File: config.mk
export PLATFORM = sky130hd
export DESIGN_NAME = hostirq_gen
export DESIGN_NICKNAME = d
export VERILOG_FILES = /design/src/rtl/hostirq_pkg.sv /design/src/rtl/hostirq_steer.sv /design/src/rtl/hostirq_width.sv /design/src/rtl/hostirq_line.sv /design/src/rtl/hostirq_gen.sv
export SDC_FILE = /design/constraint.sdc
export NUM_CORES = 1
export LEC_CHECK = 0
export BUFFER_PORTS_ARGS = -buffer_cell sky130_fd_sc_hd__buf_2
export CORE_MARGIN = 10
export CORE_UTILIZATION = 53
export CTS_CLUSTER_DIAMETER = 40
export DETAILED_ROUTE_END_ITERATION = 10
export HOLD_SLACK_MARGIN = 0.06
export PLACE_DENSITY_LB_ADDON = 0.3
export SLEW_MARGIN = 20
export SYNTH_ARGS = -nofsm -noshare
export SYNTH_HDL_FRONTEND = slang
export SYNTH_SLANG_ARGS = --single-unit
File: constraint.sdc
create_clock -name clk -period 4.4 [get_ports clk]
set_input_delay 0.22 -clock clk [delete_from_list [all_inputs] [get_ports clk]]
set_output_delay 0.22 -clock clk [all_outputs]
set_load 0.02 [all_outputs]
File: src/rtl/hostirq_pkg.sv
package hostirq_pkg;
  localparam int unsigned NUM_LINES  = 3;
  localparam int unsigned LINE_KBD   = 0;
  localparam int unsigned LINE_MOUSE = 1;
  localparam int unsigned LINE_PM    = 2;
endpackage

File: src/rtl/hostirq_steer.sv
module hostirq_steer
  import hostirq_pkg::*;
(
  input  logic                 obf_kbm,
  input  logic                 last_wr_mouse,
  input  logic                 obf_pm,
  output logic [NUM_LINES-1:0] req
);
  // the shared flag feeds only the line whose data register was written last
  always_comb begin
    req             = '0;
    req[LINE_KBD]   = obf_kbm & ~last_wr_mouse;
    req[LINE_MOUSE] = obf_kbm &  last_wr_mouse;
    req[LINE_PM]    = obf_pm;
  end
endmodule

File: src/rtl/hostirq_width.sv
module hostirq_width #(
  parameter int unsigned MODE_W   = 2,
  parameter int unsigned BASE_CYC = 4,
  parameter int unsigned CNT_W    = 5
) (
  input  logic [MODE_W-1:0] pulse_mode,
  output logic              edge_sel,
  output logic [CNT_W-1:0]  width
);
  // width = BASE_CYC * 2^(mode-1) for nonzero mode
  always_comb begin
    edge_sel = |pulse_mode;
    width    = '0;
    if (edge_sel) begin
      width = CNT_W'(BASE_CYC) << (pulse_mode - MODE_W'(1));
    end
  end
endmodule

File: src/rtl/hostirq_line.sv
module hostirq_line #(
  parameter int unsigned CNT_W = 5
) (
  input  logic             clk,
  input  logic             rst_n,
  input  logic             req,
  input  logic             hw_en,
  input  logic             fw_lvl,
  input  logic             edge_sel,
  input  logic [CNT_W-1:0] width,
  input  logic             inv_pol,
  output logic             pin
);
  logic             req_q;
  logic             pin_q;
  logic             pin_d;
  logic [CNT_W-1:0] cnt_q;
  logic [CNT_W-1:0] cnt_d;
  logic             cnt_en;
  logic             req_rise;
  logic             busy;
  logic             hw_lvl;

  always_comb begin
    req_rise = req & ~req_q;
    busy     = (cnt_q != '0);
    cnt_d    = cnt_q;
    cnt_en   = 1'b0;
    if (busy) begin
      // a running pulse only counts down, it never reloads
      cnt_d  = cnt_q - CNT_W'(1);
      cnt_en = 1'b1;
    end else if (hw_en && edge_sel && req_rise) begin
      cnt_d  = width;
      cnt_en = 1'b1;
    end
    hw_lvl = edge_sel ? (cnt_d == '0) : req;
    pin_d  = hw_en ? (hw_lvl ^ inv_pol) : fw_lvl;
  end

  always_ff @(posedge clk or negedge rst_n) begin
    if (!rst_n) begin
      req_q <= 1'b0;
      cnt_q <= '0;
      pin_q <= 1'b0;
    end else begin
      req_q <= req;
      pin_q <= pin_d;
      if (cnt_en) begin
        cnt_q <= cnt_d;
      end
    end
  end

  assign pin = pin_q;

  p_fw_follow_r2: assert property (@(posedge clk) disable iff (!rst_n)
    !hw_en |=> (pin == $past(fw_lvl)));

  p_level_track_r4: assert property (@(posedge clk) disable iff (!rst_n)
    (hw_en && !edge_sel) |=> (pin == ($past(req) ^ $past(inv_pol))));

  p_pulse_load_r6: assert property (@(posedge clk) disable iff (!rst_n)
    (!busy && hw_en && edge_sel && req && !req_q) |=> (cnt_q == $past(width)));

  p_no_restart_r7: assert property (@(posedge clk) disable iff (!rst_n)
    busy |=> (cnt_q == $past(cnt_q) - CNT_W'(1)));
endmodule

File: src/rtl/hostirq_gen.sv
module hostirq_gen
  import hostirq_pkg::*;
#(
  parameter int unsigned MODE_W   = 2,
  parameter int unsigned BASE_CYC = 4
) (
  input  logic                 clk,
  input  logic                 rst_n,
  input  logic                 obf_kbm,
  input  logic                 last_wr_mouse,
  input  logic                 obf_pm,
  input  logic [NUM_LINES-1:0] hw_en,
  input  logic [NUM_LINES-1:0] fw_lvl,
  input  logic [MODE_W-1:0]    pulse_mode,
  input  logic                 inv_pol,
  output logic [NUM_LINES-1:0] irq_pin,
  output logic [NUM_LINES-1:0] irq_rdbk
);
  localparam int unsigned MAX_PULSE = BASE_CYC << ((1 << MODE_W) - 2);
  localparam int unsigned CNT_W     = $clog2(MAX_PULSE + 1);

  logic [NUM_LINES-1:0] req;
  logic                 edge_sel;
  logic [CNT_W-1:0]     width;

  hostirq_steer u_steer (
    .obf_kbm       (obf_kbm),
    .last_wr_mouse (last_wr_mouse),
    .obf_pm        (obf_pm),
    .req           (req)
  );

  hostirq_width #(
    .MODE_W   (MODE_W),
    .BASE_CYC (BASE_CYC),
    .CNT_W    (CNT_W)
  ) u_width (
    .pulse_mode (pulse_mode),
    .edge_sel   (edge_sel),
    .width      (width)
  );

  for (genvar gi = 0; gi < NUM_LINES; gi++) begin : g_line
    hostirq_line #(.CNT_W(CNT_W)) u_line (
      .clk      (clk),
      .rst_n    (rst_n),
      .req      (req[gi]),
      .hw_en    (hw_en[gi]),
      .fw_lvl   (fw_lvl[gi]),
      .edge_sel (edge_sel),
      .width    (width),
      .inv_pol  (inv_pol),
      .pin      (irq_pin[gi])
    );
  end

  // readback mirrors the pins
  assign irq_rdbk = irq_pin;

  p_mouse_quiet_r3: assert property (@(posedge clk) disable iff (!rst_n)
    (obf_kbm && !last_wr_mouse && !obf_pm && (hw_en == 3'b111) &&
     (pulse_mode == '0) && !inv_pol)
    |=> (irq_pin == 3'b001));
endmodule

Word level (Yosys, flattened, before mapping):

Cells that the tools add are included.

* shift-type cells: 1
* add/sub/neg operators: 4
* mux-type cells: 19
* reductions and logical operators: 13
* bitwise logic cells: 12

Operators with widths (number)
* two-way mux 5 bit: 7
* logical NOT 5 bit: 3
* nonzero test 5 bit: 3
* subtractor 5 x 1 -> 5 bit (second input constant): 3
* two-way mux 1 bit: 12
* logical AND 1 bit: 6
* AND 1 bit: 5
* << shifter 3 x 2 -> 5 bit (first input constant): 1
* NOT 1 bit: 4
* bitwise XOR 1 bit: 3
* OR reduction 2 bit: 1
* subtractor 2 x 1 -> 2 bit (second input constant): 1

* output and inout bits: 6
* flip-flop bits (word level): 21
* bits of input ports: 14

Depth between registers and ports, before layout:

* depth in word-level cells: 10
* depth in mapped cells: 8

Modules after synthesis:

From an unflattened synthesis, not the netlist that was laid out.

* cells, all modules: 145
* area total of the unflattened synthesis: 1392.6 sq um

Modules (own cells, without submodules)
* hostirq_line: area an instance 432.9 sq um, cells each 44, seq. area each 175.2 sq um, times used 3
* hostirq_width: area an instance 47.5 sq um, cells each 7, seq. area each 0.0 sq um, times used 1
* hostirq_steer: area an instance 23.8 sq um, cells each 3, seq. area each 0.0 sq um, times used 1
* hostirq_gen: area an instance 22.5 sq um, cells each 3, seq. area each 0.0 sq um, times used 1

Worst setup path before layout:

Ideal clock, no wire load.

* kind: register to register
* start point: reg g_line[0].u_line.cnt_q[0]
* end point: reg g_line[0].u_line.pin_q
* period minus slack after synthesis: 1.976 ns
* slack: 2.424 ns
* cell stages (with the launch flop): 8
* arrival time: 1.876 ns
* cells stage by stage: dfrtp_1 > inv_1 > ha_1 > or4b_1 > buf_2 > a221o_2 > a41o_1 > o311ai_2

* word-level cells in the longest chain between the ends: 6
* elaborated cells between the ends (all ways): 8
* those cells by class: add/sub (1); mux (4); bitwise (1); reduce/logical (2)

Ends and longest elaborated chain
* from (decl): line hostirq_line.sv:17 `logic [CNT_W-1:0] cnt_q;`
* from (signal assigned): line hostirq_line.sv:50 `cnt_q <= cnt_d;`
* subtractor 5 x 1 -> 5 bit (tied with other cells): line hostirq_line.sv:31 `cnt_d = cnt_q - CNT_W'(1);`
* two-way mux 5 bit (*): line hostirq_line.sv:29 `if (busy) begin`
* logical NOT 5 bit (*): line hostirq_line.sv:37 `hw_lvl = edge_sel ? (cnt_d == '0) : req;`
* two-way mux 1 bit (*): line hostirq_line.sv:37
* bitwise XOR 1 bit (*): line hostirq_line.sv:38 `pin_d = hw_en ? (hw_lvl ^ inv_pol) : fw_lvl;`
* two-way mux 1 bit (*): line hostirq_line.sv:38
* via g_line[0].u_line.pin_d: line hostirq_line.sv:16 `logic pin_d;`
* to (signal assigned): line hostirq_line.sv:48 `pin_q <= pin_d;`
* to (decl): line hostirq_line.sv:15 `logic pin_q;`

The timed path passes the listed nets; every way through them passes the cells marked *.
A chain may end at the register's enable or synchronous reset.

Worst setup path after layout:

* start point: reg g_line[2].u_line.cnt_q[0]
* end point: reg g_line[2].u_line.pin_q

* word-level cells in the longest chain between the ends: 6
* elaborated cells between the ends (all ways): 8
* those cells by class: add/sub (1); mux (4); bitwise (1); reduce/logical (2)

Ends and longest elaborated chain (line)
* from (decl): hostirq_line.sv:17
* from (signal assigned): hostirq_line.sv:50
* subtractor 5 x 1 -> 5 bit (tied with other cells): hostirq_line.sv:31
* two-way mux 5 bit (*): hostirq_line.sv:29
* logical NOT 5 bit (*): hostirq_line.sv:37
* two-way mux 1 bit (*): hostirq_line.sv:37
* bitwise XOR 1 bit (*): hostirq_line.sv:38
* two-way mux 1 bit (*): hostirq_line.sv:38
* via g_line[2].u_line.pin_d: hostirq_line.sv:16
* to (signal assigned): hostirq_line.sv:48
* to (decl): hostirq_line.sv:15

Marks and branches as above.

==> metrics.txt <==
status=finished, final reports clean; post-synthesis to final-layout area growth=7.26%; Worst Skew=0.0138 ns; cell chosen for the clock root=sky130_fd_sc_hd__clkbuf_4; mean routed wirelength per cell=15.7 microns; H-tree depth reported by CTS=1; setup repair after global routing missed its margin=no; worst-margin pin slew=0.802 ns; final layout net count=183; fraction of registers with async set/reset=100%; worst min path class=primary input to flip-flop; number of DRC markers in iteration 0=103; Critical Path End Type=flip-flop; drt drc=0; Boundary Pins=20; sinks on the clock net=21; kind of start point of the critical path=flip-flop; final hold viol count=0; number of vias per cell after detailed routing=6.17; worst rel slew slack=46.4%; Post-Synthesis Net Count=169; largest net degree at the start of global routing=22; Period Utilization, post-route=53.9%; Post-Synthesis Cell Area=0.00140 sq mm; Power Density=595 mW/mm^2; Comb power frac=50.6%; Crit Path Max Fanout=11; Detail Route Antenna Nets=0; crit path time final=2.37 ns; Antenna diodes=0; GP Congestion=0.802; Post-CTS Setup Bufs=0; max-slew violation count=0; required time of the worst setup path=4.63 ns; Seq pwr share=39.0%; 1st-pass router iterations=4; post-synthesis average cell area=9.19 sq um; overall overflow remaining after global route=0; clock input transition at the sequential cells of the worst setup and hold paths=0.12 ns; area of the core=0.00250 sq mm; placed cell count=190; Initial Utilization=55.9%; switch share=42.8%; wire length of the first global-routing pass=5220 microns; Post-Route Setup TNS=0 ns; die footprint=0.00509 sq mm; die outline width=71.3 microns; share of post-route cells with drive strength above 1=18.8%; antenna violations before repair=0; Highest Clock Rate=421 MHz; via count of the first global-routing pass=1147; peak ir drop on the vdd network=0.000426 V; worst-case hold slack=0.0947 ns; share of total power in the clock network=10.5%; internal power contribution=0.510 mW; synthesis-stage register bit count=21; count of cell types in the netlist=47; num rows=18; total CTS buffers=3; leakage=0.649 nW; all-layer global routing usage=12.1%; CTS tree=built; worst-skew pair later-pin latency=0.31 ns; worst hold path stage count=1; portion of the post-synthesis area used by sequential elements=37.6%; CP Class=flip-flop to flip-flop; final standard cell count with taps included and fillers excluded=195; Net Switching=0.381 mW; number of enable flip-flop cells after synthesis=0; max_cap viols=0; via total after detailed routing=1203; buffers from clock root to sink, at most=2; height of the die=71.3 microns; final setup violation count=0; total number of yosys warnings=0; signal arrival time at the worst endpoint=2.61 ns; Main synth FF type=sky130_fd_sc_hd__dfrtp_1; synthesized instance count=152; Port-buffer cells=19; detailed placer's ending HPWL=2300 microns; overall routed net length=3060 microns; number of cell instances on the worst register-to-register path=6
[final cells by class]
type                            count  area (sq um)
Timing Repair Buffer               20           105
Fill cell                         210          1000
Multi-Input combinational cell    111           769
Clock buffer                        4          26.3
Inverter                            9          33.8
Sequential cell                    21           526
Tap cell                           30          37.5
[worst paths after layout]
check                                     startpoint                   endpoint  slack (ns)
max reg2reg                g_line[2].u_line.cnt_q[0]       g_line[2].u_line.pin        2.03
max in group asynchronous                      rst_n  g_line[2].u_line.cnt_q[1]        3.67
max                        g_line[2].u_line.cnt_q[0]       g_line[2].u_line.pin        2.03
min in group asynchronous                      rst_n  g_line[0].u_line.cnt_q[1]        0.38
min reg2reg                g_line[0].u_line.cnt_q[4]  g_line[0].u_line.cnt_q[4]        0.57
min                                           obf_pm     g_line[2].u_line.req_q        0.09
[metrics by stage]
| step | utilization (%) | setup WS [ns] | total power [mW] | instance area [sq um] |
|---|---|---|---|---|
| after floorplan | - | 2.42 | 0.714 | 1400 |
| after global placement | 58.5 | 2.17 | 0.781 | 1460 |
| after detailed placement | 58.5 | 2.05 | 0.795 | 1460 |
| after CTS | 59.9 | 2.05 | 0.893 | 1500 |
| after global routing | 59.9 | 1.82 | 0.976 | 1500 |
| final | 59.9 | 2.03 | 0.890 | 1500 |
[registers in the layout (all words and copies together) (netlist names)]
signal and cells:
g_line.u_line.cnt_q 15, g_line.u_line.pin 3, g_line.u_line.req_q 3
[kinds of logic (layout without fill, tap and decap cells)]
group	after synthesis	after routing	synth area share [%]
and+or+nand+nor	59	59	27.8
AOI/OAI and AO/OA	44	44	21.4
DFF	21	21	37.6
buffers and inverters	20	33	7.26
xor gates and xnor gates	4	4	2.51
adders and majority gates	3	3	2.69
muxes	1	1	0.717
[critical path: stages (launching register included)]
cell                        delay, ns
sky130_fd_sc_hd__dfrtp_1         0.43
sky130_fd_sc_hd__inv_1           0.09
sky130_fd_sc_hd__ha_1            0.20
sky130_fd_sc_hd__nor4b_2         0.68
sky130_fd_sc_hd__a22oi_1         0.22
sky130_fd_sc_hd__or4_1           0.58
sky130_fd_sc_hd__o2111ai_1       0.11
[layout by cell type (no fill, tap or decap), types with 5 or more instances in the layout]
master	Yosys	routed
sky130_fd_sc_hd__nand3_1	5	5
sky130_fd_sc_hd__dfrtp_1	21	21
sky130_fd_sc_hd__a21oi_1	9	9
sky130_fd_sc_hd__nor3_1	7	7
sky130_fd_sc_hd__o21ai_0	12	12
sky130_fd_sc_hd__buf_2	3	19
sky130_fd_sc_hd__nand2_1	12	12
sky130_fd_sc_hd__inv_1	9	9
[synthesized netlist by cell type (all sizes together) (2+ instances only)]
cell type,number,area [sq um]
nand3,5,25.0
and4b,2,20.0
o211ai,2,15.0
a21oi,9,45.0
o31ai,2,15.0
nand4,3,18.8
o21ai,12,60.1
a31oi,2,12.5
ha,3,37.5
a22oi,3,22.5
nand2,12,45.0
nor2b,4,25.0
or4,2,15.0
o22ai,3,18.8
clkbuf,2,7.51
inv,9,33.8
nor4b,3,47.5
nand4b,3,26.3
dfrtp,21,526
nor3,7,35.0
a221o,2,21.3
buf,9,60.1
nor2,4,15.0
a21o,2,15.0
or4b,2,20.0
nand2b,4,25.0
xnor2,4,35.0
[per-layer routing]
layer | GRT usage [%] | vias to the layer above | wire length [microns]
met4 | 2.15 | 0 | 9
met3 | 3.72 | 2 | 147
met1 | 14.4 | 584 | 1350
met5 | 0 | - | 0
met2 | 20.8 | 18 | 1550
li1 | - | 599 | -
[power groups by stage]
stage | Sequential [mW] | Clock (mW) | Combinational [mW]
global route | 0.364 | 0.102 | 0.510
finish | 0.347 | 0.0933 | 0.450
floorplan | 0.325 | 0 | 0.389
global placement | 0.345 | 0 | 0.436
detailed placement | 0.351 | 0 | 0.445
CTS | 0.346 | 0.0966 | 0.451
[what timing repair did]
| item | CTS | global route |
|---|---|---|
| hold buffers | 1 | 0 |
| resized for setup | 0 | 0 |
| hold endpoints to repair | 21 | 0 |
Power figures use the tool's default switching activity.
